===== src/rtl/perfmon_pkg.sv =====
package perfmon_pkg;
  localparam int unsigned ADDR_W       = 5;
  localparam int unsigned DATA_W       = 32;
  // register addresses
  localparam int unsigned A_GP_CNT     = 0;
  localparam int unsigned A_GP_CTL     = 8;
  localparam int unsigned A_FX_CNT     = 16;
  localparam int unsigned A_FX_CTL     = 24;
  localparam int unsigned A_GLB_EN     = 25;
  localparam int unsigned A_OVF_STS    = 26;
  localparam int unsigned A_DBG_CTL    = 27;
  // field positions
  localparam int unsigned GP_EN_BIT    = 0;
  localparam int unsigned GP_INT_BIT   = 20;
  localparam int unsigned FX_FIELD_W   = 4;
  localparam int unsigned FX_EN_BIT    = 0;
  localparam int unsigned FX_INT_BIT   = 3;
  localparam int unsigned FX_FLAG_BASE = 16;
  localparam int unsigned FRZ_BIT      = 12;
endpackage


===== src/rtl/perfmon_counter.sv =====
module perfmon_counter #(
  parameter int unsigned CNT_W = 32
) (
  input  logic             clk,
  input  logic             rst_n,
  input  logic             count_en_i,
  input  logic             event_i,
  input  logic             load_i,
  input  logic [CNT_W-1:0] load_val_i,
  output logic [CNT_W-1:0] value_o,
  output logic             wrap_o
);
  logic [CNT_W-1:0] cnt_q, cnt_d;
  logic             bump;

  always_comb begin
    bump   = count_en_i & event_i;
    wrap_o = bump & (&cnt_q) & ~load_i;
    cnt_d  = cnt_q;
    if (load_i)    cnt_d = load_val_i;
    else if (bump) cnt_d = cnt_q + CNT_W'(1);
  end

  always_ff @(posedge clk or negedge rst_n) begin
    if (!rst_n) cnt_q <= '0;
    else        cnt_q <= cnt_d;
  end

  assign value_o = cnt_q;
endmodule


===== src/rtl/perfmon_irq_ctrl.sv =====
module perfmon_irq_ctrl #(
  parameter int unsigned NCNT = 4
) (
  input  logic            clk,
  input  logic            rst_n,
  input  logic [NCNT-1:0] ovf_int_i,
  input  logic            buf_thresh_i,
  output logic            req_o,
  output logic            irq_o
);
  logic irq_q, irq_d;

  always_comb begin
    req_o = (|ovf_int_i) | buf_thresh_i;
    irq_d = req_o;
  end

  always_ff @(posedge clk or negedge rst_n) begin
    if (!rst_n) irq_q <= 1'b0;
    else        irq_q <= irq_d;
  end

  assign irq_o = irq_q;
endmodule


===== src/rtl/perfmon_bank.sv =====
module perfmon_bank
  import perfmon_pkg::*;
#(
  parameter int unsigned NUM_GP = 2,
  parameter int unsigned NUM_FX = 2,
  parameter int unsigned CNT_W  = 32
) (
  input  logic              clk,
  input  logic              rst_n,
  input  logic [NUM_GP-1:0] gp_evt_i,
  input  logic [NUM_FX-1:0] fx_evt_i,
  input  logic              buf_thresh_i,
  input  logic              wr_en_i,
  input  logic [4:0]        addr_i,
  input  logic [31:0]       wdata_i,
  output logic [31:0]       rdata_o,
  output logic              irq_o
);
  localparam int unsigned NCNT = NUM_GP + NUM_FX;

  logic [NCNT-1:0]            loc_en_q, loc_en_d;
  logic [NCNT-1:0]            int_en_q, int_en_d;
  logic [NCNT-1:0]            glb_q, glb_d;
  logic [NCNT-1:0]            sts_q, sts_d;
  logic                       frz_q, frz_d;
  logic [NCNT-1:0]            evt, wrap, load, wmap;
  logic [NCNT-1:0][CNT_W-1:0] cnt_v;
  logic                       req;
  logic [DATA_W-1:0]          glb_bus, sts_bus, fxctl_bus;
  logic                       unused_wdata;

  assign evt          = {fx_evt_i, gp_evt_i};
  assign unused_wdata = ^wdata_i;

  // bus bit -> internal counter index
  for (genvar g = 0; g < NUM_GP; g++) begin : g_gp_map
    assign wmap[g] = wdata_i[g];
    assign load[g] = wr_en_i && (addr_i == ADDR_W'(A_GP_CNT + g));
  end
  for (genvar f = 0; f < NUM_FX; f++) begin : g_fx_map
    assign wmap[NUM_GP+f] = wdata_i[FX_FLAG_BASE+f];
    assign load[NUM_GP+f] = wr_en_i && (addr_i == ADDR_W'(A_FX_CNT + f));
  end

  for (genvar k = 0; k < NCNT; k++) begin : g_cnt
    perfmon_counter #(.CNT_W(CNT_W)) u_cnt (
      .clk        (clk),
      .rst_n      (rst_n),
      .count_en_i (loc_en_q[k] & glb_q[k]),
      .event_i    (evt[k]),
      .load_i     (load[k]),
      .load_val_i (wdata_i[CNT_W-1:0]),
      .value_o    (cnt_v[k]),
      .wrap_o     (wrap[k])
    );
  end

  perfmon_irq_ctrl #(.NCNT(NCNT)) u_irq (
    .clk          (clk),
    .rst_n        (rst_n),
    .ovf_int_i    (wrap & int_en_q),
    .buf_thresh_i (buf_thresh_i),
    .req_o        (req),
    .irq_o        (irq_o)
  );

  // next-state
  always_comb begin
    loc_en_d = loc_en_q;
    int_en_d = int_en_q;
    glb_d    = glb_q;
    sts_d    = sts_q;
    frz_d    = frz_q;
    if (wr_en_i) begin
      for (int g = 0; g < NUM_GP; g++) begin
        if (addr_i == ADDR_W'(A_GP_CTL + g)) begin
          loc_en_d[g] = wdata_i[GP_EN_BIT];
          int_en_d[g] = wdata_i[GP_INT_BIT];
        end
      end
      if (addr_i == ADDR_W'(A_FX_CTL)) begin
        for (int f = 0; f < NUM_FX; f++) begin
          loc_en_d[NUM_GP+f] = wdata_i[FX_FIELD_W*f + FX_EN_BIT];
          int_en_d[NUM_GP+f] = wdata_i[FX_FIELD_W*f + FX_INT_BIT];
        end
      end
      if (addr_i == ADDR_W'(A_GLB_EN))  glb_d = wmap;
      if (addr_i == ADDR_W'(A_OVF_STS)) sts_d = sts_q & ~wmap;
      if (addr_i == ADDR_W'(A_DBG_CTL)) frz_d = wdata_i[FRZ_BIT];
    end
    sts_d = sts_d | wrap;               // set beats clear
    if (req && frz_q) glb_d = '0;       // freeze beats software write
  end

  always_ff @(posedge clk or negedge rst_n) begin
    if (!rst_n) begin
      loc_en_q <= '0;
      int_en_q <= '0;
      glb_q    <= '0;
      sts_q    <= '0;
      frz_q    <= 1'b0;
    end else begin
      loc_en_q <= loc_en_d;
      int_en_q <= int_en_d;
      glb_q    <= glb_d;
      sts_q    <= sts_d;
      frz_q    <= frz_d;
    end
  end

  // read path
  always_comb begin
    glb_bus   = '0;
    sts_bus   = '0;
    fxctl_bus = '0;
    for (int g = 0; g < NUM_GP; g++) begin
      glb_bus[g] = glb_q[g];
      sts_bus[g] = sts_q[g];
    end
    for (int f = 0; f < NUM_FX; f++) begin
      glb_bus[FX_FLAG_BASE+f]                = glb_q[NUM_GP+f];
      sts_bus[FX_FLAG_BASE+f]                = sts_q[NUM_GP+f];
      fxctl_bus[FX_FIELD_W*f + FX_EN_BIT]    = loc_en_q[NUM_GP+f];
      fxctl_bus[FX_FIELD_W*f + FX_INT_BIT]   = int_en_q[NUM_GP+f];
    end
  end

  always_comb begin
    rdata_o = '0;
    for (int g = 0; g < NUM_GP; g++) begin
      if (addr_i == ADDR_W'(A_GP_CNT + g)) rdata_o = DATA_W'(cnt_v[g]);
      if (addr_i == ADDR_W'(A_GP_CTL + g)) begin
        rdata_o[GP_EN_BIT]  = loc_en_q[g];
        rdata_o[GP_INT_BIT] = int_en_q[g];
      end
    end
    for (int f = 0; f < NUM_FX; f++) begin
      if (addr_i == ADDR_W'(A_FX_CNT + f)) rdata_o = DATA_W'(cnt_v[NUM_GP+f]);
    end
    if (addr_i == ADDR_W'(A_FX_CTL))  rdata_o = fxctl_bus;
    if (addr_i == ADDR_W'(A_GLB_EN))  rdata_o = glb_bus;
    if (addr_i == ADDR_W'(A_OVF_STS)) rdata_o = sts_bus;
    if (addr_i == ADDR_W'(A_DBG_CTL)) rdata_o[FRZ_BIT] = frz_q;
  end
endmodule


===== config.mk =====
export PLATFORM = sky130hd
export DESIGN_NAME = perfmon_bank
export DESIGN_NICKNAME = d
export VERILOG_FILES = /design/src/rtl/perfmon_pkg.sv /design/src/rtl/perfmon_counter.sv /design/src/rtl/perfmon_irq_ctrl.sv /design/src/rtl/perfmon_bank.sv
export SDC_FILE = /design/constraint.sdc
export NUM_CORES = 1
export LEC_CHECK = 0
export ABC_AREA = 1
export BUFFER_PORTS_ARGS = -buffer_cell sky130_fd_sc_hd__buf_2
export CAP_MARGIN = 20
export CORE_ASPECT_RATIO = 1.1
export CORE_UTILIZATION = 59
export CTS_BUF_LIST = sky130_fd_sc_hd__clkbuf_16
export CTS_CLUSTER_DIAMETER = 80
export DETAILED_ROUTE_END_ITERATION = 12
export GPL_TIMING_DRIVEN = 0
export PLACE_DENSITY_LB_ADDON = 0.05
export SETUP_SLACK_MARGIN = 0.02
export SYNTH_ARGS = -nofsm -noshare
export SYNTH_HDL_FRONTEND = slang
export SYNTH_HIERARCHICAL = 1
export SYNTH_SLANG_ARGS = --single-unit

===== constraint.sdc =====
create_clock -name clk -period 2 [get_ports clk]
set_input_delay 0.2 -clock clk [delete_from_list [all_inputs] [get_ports clk]]
set_output_delay 0.2 -clock clk [all_outputs]
set_load 0.05 [all_outputs]

=== Word level (Yosys, flattened, before mapping) ===
Index checks and enable logic that the tools add are counted.

* Equality and inequality tests: 9
* Bitwise operators: 25
* Add/subtract/negate cells: 4
* Reductions and logical operators: 22
* Multiplexer cells: 25
* Divide/modulo/power cells: 0
* Order comparisons: 0
* Multiply operators: 0
* Shift-type cells: 0

{| class="wikitable"
|+ Operators with widths
! kind !! count
|-
| 32-bit 2-to-1 mux || 15
|-
| 32-bit by 1-bit adder with 32-bit output, second input constant || 4
|-
| 32-bit AND reduction || 4
|-
| 5-bit == test, second input constant || 6
|-
| 4-bit 2-to-1 mux || 5
|-
| 1-bit AND || 16
|-
| 2-bit nonzero test || 6
|-
| 5-bit by 4-bit == test with 1-bit output, second input constant || 2
|-
| 2-bit AND reduction || 5
|-
| 4-bit AND || 2
|-
| 5-bit by 1-bit == test with 1-bit output, second input constant || 1
|-
| 1-bit logical AND || 5
|-
| 5-bit logical NOT || 1
|-
| 1-bit 2-to-1 mux || 5
|-
| 1-bit NOT || 4
|-
| 4-bit NOT || 1
|-
| 4-bit OR || 1
|-
| 4-bit OR reduction || 1
|-
| 1-bit OR || 1
|}

* Output and inout bits: 33
* RAM bits: 0
* Bits in registers: 146
* Input bits: 45
* Bits in latches: 0
* Memories: 0
* Bits in read-only memories: 0

=== Longest topological paths before layout ===
* Depth after elaboration: 11
* Depth in mapped cells: 19
* Gate-level depth less buffers: 18

=== Modules after synthesis ===
The synthesis kept the hierarchy.

{| class="wikitable"
|+ By module, submodules not included
! module !! cells each !! times used !! area an instance (µm²)
|-
| perfmon_counter || 377 || 4 || 2424.8
|-
| perfmon_bank || 324 || 1 || 1873.0
|-
| perfmon_irq_ctrl || 5 || 1 || 41.3
|}

=== Worst setup path after synthesis ===
OpenSTA, ideal clock, no wires.

* Path type: input -> register
* From: in addr_i[3]
* To: reg glb_q[0]
* Cell stages on the path: 18
* Arrival time: 2.197 ns
* Setup time: 0.083 ns
* Setup slack: -0.280 ns
* Required time: 1.917 ns
* Path through: nor2_2 -> nand2_2 -> nor2_4 -> inv_2 -> clkbuf_1 -> nor2_1 -> inv_2 -> nand2_1 -> bufinv_8 -> nand3_1 -> nor2_1 -> nand2_1 -> inv_1 -> nor2_1 -> nand3_1 -> nand2_1 -> nand2_1 -> o21ai_0

* Cells in the longest elaborated chain, start to end: 10
* Elaborated cells between the ends (all ways): 25
* Classes of those cells: eq/ne: 4; mux: 1; bitwise: 10; reduce/logical: 10

{| class="wikitable"
|+ Ends and longest elaborated chain
! item !! RTL line !! source
|-
| start: declaration || perfmon_bank.sv:14 || <nowiki>input logic [4:0] addr_i,</nowiki>
|-
| 5-bit == test * || perfmon_bank.sv:42 || <nowiki>assign load[NUM_GP+f] = wr_en_i && (addr_i == ADDR_W'(A_FX_CNT + f));</nowiki>
|-
| 1-bit logical AND * || perfmon_bank.sv:42 ||
|-
| net load[3] || perfmon_bank.sv:26 || <nowiki>logic [NCNT-1:0] evt, wrap, load, wmap;</nowiki>
|-
| 1-bit NOT * || perfmon_counter.sv:18 || <nowiki>wrap_o = bump & (&cnt_q) & ~load_i;</nowiki>
|-
| 1-bit AND * || perfmon_counter.sv:18 ||
|-
| net wrap[3] || perfmon_bank.sv:26 ||
|-
| 4-bit AND * || perfmon_bank.sv:61 || <nowiki>.ovf_int_i (wrap & int_en_q),</nowiki>
|-
| 4-bit OR reduction * || perfmon_irq_ctrl.sv:14 || <nowiki>req_o = (|ovf_int_i) | buf_thresh_i;</nowiki>
|-
| 1-bit OR * || perfmon_irq_ctrl.sv:14 ||
|-
| net req || perfmon_bank.sv:28 || <nowiki>logic req;</nowiki>
|-
| 1-bit logical AND * || perfmon_bank.sv:92 || <nowiki>if (req && frz_q) glb_d = '0;</nowiki>
|-
| 2-bit nonzero test (no line) || n/a ||
|-
| 2-bit AND reduction (no line) || n/a ||
|-
| end signal: assignment || perfmon_bank.sv:105 || <nowiki>glb_q <= glb_d;</nowiki>
|-
| end: declaration || perfmon_bank.sv:23 || <nowiki>logic [NCNT-1:0] glb_q, glb_d;</nowiki>
|}

Mark *: on every way through the listed nets, which the timed path passes. The rest lies on a longest branch.
A chain may end at the register's enable or synchronous reset.

=== Worst setup path in the final report ===
* From: in addr_i[2]
* To: out rdata_o[9]

* Cells in the longest elaborated chain, start to end: 8
* Elaborated cells between the ends (all ways): 14
* Classes of those cells: eq/ne: 6; mux: 7; reduce/logical: 1

{| class="wikitable"
|+ Ends and longest elaborated chain
! item !! RTL line !! source
|-
| 5-bit logical NOT || perfmon_bank.sv:131 || <nowiki>if (addr_i == ADDR_W'(A_GP_CNT + g)) rdata_o = DATA_W'(cnt_v[g]);</nowiki>
|-
| 32-bit 2-to-1 mux (2 in a row) || perfmon_bank.sv:131 ||
|-
| 32-bit 2-to-1 mux (2 in a row) || perfmon_bank.sv:138 || <nowiki>if (addr_i == ADDR_W'(A_FX_CNT + f)) rdata_o = DATA_W'(cnt_v[NUM_GP+f]);</nowiki>
|-
| 32-bit 2-to-1 mux || perfmon_bank.sv:140 || <nowiki>if (addr_i == ADDR_W'(A_FX_CTL)) rdata_o = fxctl_bus;</nowiki>
|-
| 32-bit 2-to-1 mux || perfmon_bank.sv:141 || <nowiki>if (addr_i == ADDR_W'(A_GLB_EN)) rdata_o = glb_bus;</nowiki>
|-
| 32-bit 2-to-1 mux * || perfmon_bank.sv:142 || <nowiki>if (addr_i == ADDR_W'(A_OVF_STS)) rdata_o = sts_bus;</nowiki>
|-
| end: declaration || perfmon_bank.sv:16 || <nowiki>output logic [31:0] rdata_o,</nowiki>
|}

Every way passes the cells marked *; elsewhere a longest branch is shown, timed or not.

==> metrics <==
Site Rows 53; largest family of logic cells by synthesized area simple AND/OR/NAND/NOR gates; detailed placer's ending HPWL 31.8 mm; vias in the first global route 11,700; RSZ-0062 raised after global routing true; num ports 78; Clock Pin Slew Worst Setup and Hold Paths 0.07 ns; commonest cells after routing, fill and taps aside 641 x nand2_1, 218 x inv_1, 184 x nor2_1; Critical Path Max Stage Delay 0.29 ns; status finished, violations left; multi-input logic area a little over 7000 um^2; top cell family by delay on the critical path buffers and inverters; area leader, netlist dfrtp_1; total core area 19,200 um^2; CP Buf/Inv Count 4; Die Height 149 um; Worst Path Required between 1.5 and 2 ns; met1 wire length 16.4 mm; worst skew pair latency approximately 0.44 ns; PD cells 923 nW/um^2; Synth Area in Adders less than 1%; Final Cell Area 14,000 um^2; share of layout cells above drive strength 1 19.5%; FMAX 0.497 GHz; Leak 6.75 nW; ant diodes 0; sequential area share after synthesis 31.5%; count of different cell masters after synthesis 31; Num CTS Buffers 17; synth warn 6; crit-path cells buf_2, nor2_4, nand2_4, nor2_4, buf_4, buf_2, nand2_1, a31oi_1, buf_4; part of the cycle the worst path needs 101%; syn_area_per_cell roughly 6.3 um^2; worst-path fanout max 10; CP arrival 1.81 ns; PnR worst setup slack -0.0123 ns; xor/xnor cell area share of the yosys netlist under 10%; area grow syn2layout 20.8%; clk buf depth 2; Synth top area share approximately a third; crit end category primary output; endpoints failing setup 1; die area around 20,000 um^2; compound-gate portion of the synthesized area 11.0%; Seq cells post-synth 146; synthesized area 11,600 um^2; peak supply drop 643 uV; DR iter-0 viols 1,452; commonest non-fill, non-tap cell in the layout nand2_1; total gr overflow 0; Routed met3 length roughly 4.4 mm; startpoint class of the critical path input pin; routed via count 13,200; Worst Skew about 0.016 ns; CTS sink cnt 146; worst hold slack between 0.1 and 0.15 ns; proportion of synthesized area in mux cells less than 1%; first-pass GRT wire length between 60 and 70 mm; Placer Congestion 0.960; critical path class input pin to primary output; HP Class input pin to flip-flop; post-placement cell area 12,400 um^2; port bufs 76; largest net degree at the start of global routing 105; wire per inst about 19 um; metal2 WL 20.0 mm; Rel. slew slack roughly 55%; final hold vios 0; # fillers approximately 1,600; antenna violations before repair 0; Max-Cap Viols 0; Simple-Gate Fraction of Synth Area around 44%; worst slew pin tran 0.668 ns; drc violations 0; vias per cell 5.81; remaining antenna violation count after routing 0; Max Used Layer met4; Mapped Nets 1,886; Max Slew Vio Count 0; failing checks setup timing; drt first pass iters 8; H-tree depth 4; Cells after Synth 1,837; initial core utilization 60.6%; Routed WL 43.4 mm; nets 2,057; fin crit period 2.01 ns; clock root buffer clkbuf_16; TritonCTS clock tree built; Die Width about 140 um; Synth area leaders dfrtp_1 31%, nand2_1 21%, nand3_1 7.8%, inv_1 7.3%, nor2_1 6.3%; CP max stage cell a31oi_1; GRT Total Usage 42.9%; Reg area ~3700 um^2
[worst min-delay path: stages]
cell,delay (ns)
buf_2,0.16
nand2_1,0.08
nand3_1,0.07
[synth_stat cells (all sizes together)]
library cell / instances
a21oi: 46
a22o: 20
a31oi: 30
and2: 4
buf: 30
bufinv: 4
clkbuf: 15
dfrtp: 146
ha: 4
inv: 234
mux2: 3
nand2: 686
nand3: 183
nand4: 22
nor2: 253
nor3: 8
o211ai: 8
o21ai: 88
o21bai: 24
o22ai: 1
xor2: 28
[worst paths after layout]
path	endpoint	startpoint	depth (start not counted)	slack [ns]
worst max-delay path	rdata_o[9]	addr_i[2]	9	-0.01
worst min-delay path	g_cnt[0].u_cnt/value_o[13]$_DFFE_PN0P_	wdata_i[13]	3	0.11
worst max register to register	glb_q[3]$_DFFE_PN0P_	glb_q[2]$_DFFE_PN0P_	15	0.04
worst min register to register	sts_q[2]$_DFF_PN0_	sts_q[2]$_DFF_PN0_	2	0.49
max in group asynchronous	g_cnt[1].u_cnt/value_o[22]$_DFFE_PN0P_	rst_n	3	0.86
min in group asynchronous	loc_en_q[3]$_DFFE_PN0P_	rst_n	2	0.24
[area by class of cell]
class                      count  area share (%)
inverter                     238            6.76
timing repair buffer         153            7.80
clock buffer                  17            3.03
tap                          247            2.20
sequential                   146            26.2
buffer                        44            2.34
clock inverter                15            1.20
multi-input combinational   1408            50.5
[logic make-up after synthesis]
family                     count (synthesis)
xor gates and xnor gates                  28
DFF                                      146
adders and majority gates                  4
buffers and inverters                    283
muxes                                      3
AOI/OAI and AO/OA                        217
and+or+nand+nor                         1156
[per-stage QoR]
stage / setup slack [ns] / TNS (ns) / utilization [%] / instances / total power, mW
3_3_place_gp: -1.66 / -257.34 / 64.5 / 2160 / 8.88
2_1_floorplan: 0.0380 / 0 / - / 1837 / 7.84
4_1_cts: 0.0177 / 0 / 70.4 / 2230 / 12.6
3_5_place_dp: -0.790 / -18.53 / 64.7 / 2161 / 9.05
5_1_grt: -0.0314 / -0.183 / 73.2 / 2268 / 13.7
6_report: -0.0123 / -0.0123 / 73.2 / 2268 / 12.9
[registers in the layout, summed over array words and instances, names as in the netlist]
signal	flops
frz_q	1
g_cnt.u_cnt/value_o	128
glb_q	4
int_en_q	4
loc_en_q	4
sts_q	4
u_irq/irq_o	1
[report_power, final]
group	internal, mW	switching [mW]
sequential	3.94	1.40
clock	1.88	1.51
combinational	1.61	2.61
[routing by layer]
| layer | GRT usage [%] | up-vias |
|---|---|---|
| li1 | - | 6173 |
| met1 | 54.4 | 6099 |
| met2 | 69.1 | 760 |
| met3 | 7.24 | 149 |
| met4 | 23.9 | 0 |
| met5 | 0 | - |
[repair_timing]
| item | 4_1_cts | 5_1_grt |
|---|---|---|
| gates resized for setup | 69 | 82 |
| endpoints found under the hold margin | 42 | 0 |
| hold buffers | 1 | 0 |
| gates cloned | 0 | 1 |
| setup endpoints to repair | 35 | 33 |
| pin swaps | 23 | 32 |
| buffers inserted | 37 | 37 |
Note: power is estimated with default switching activity, not from simulation.
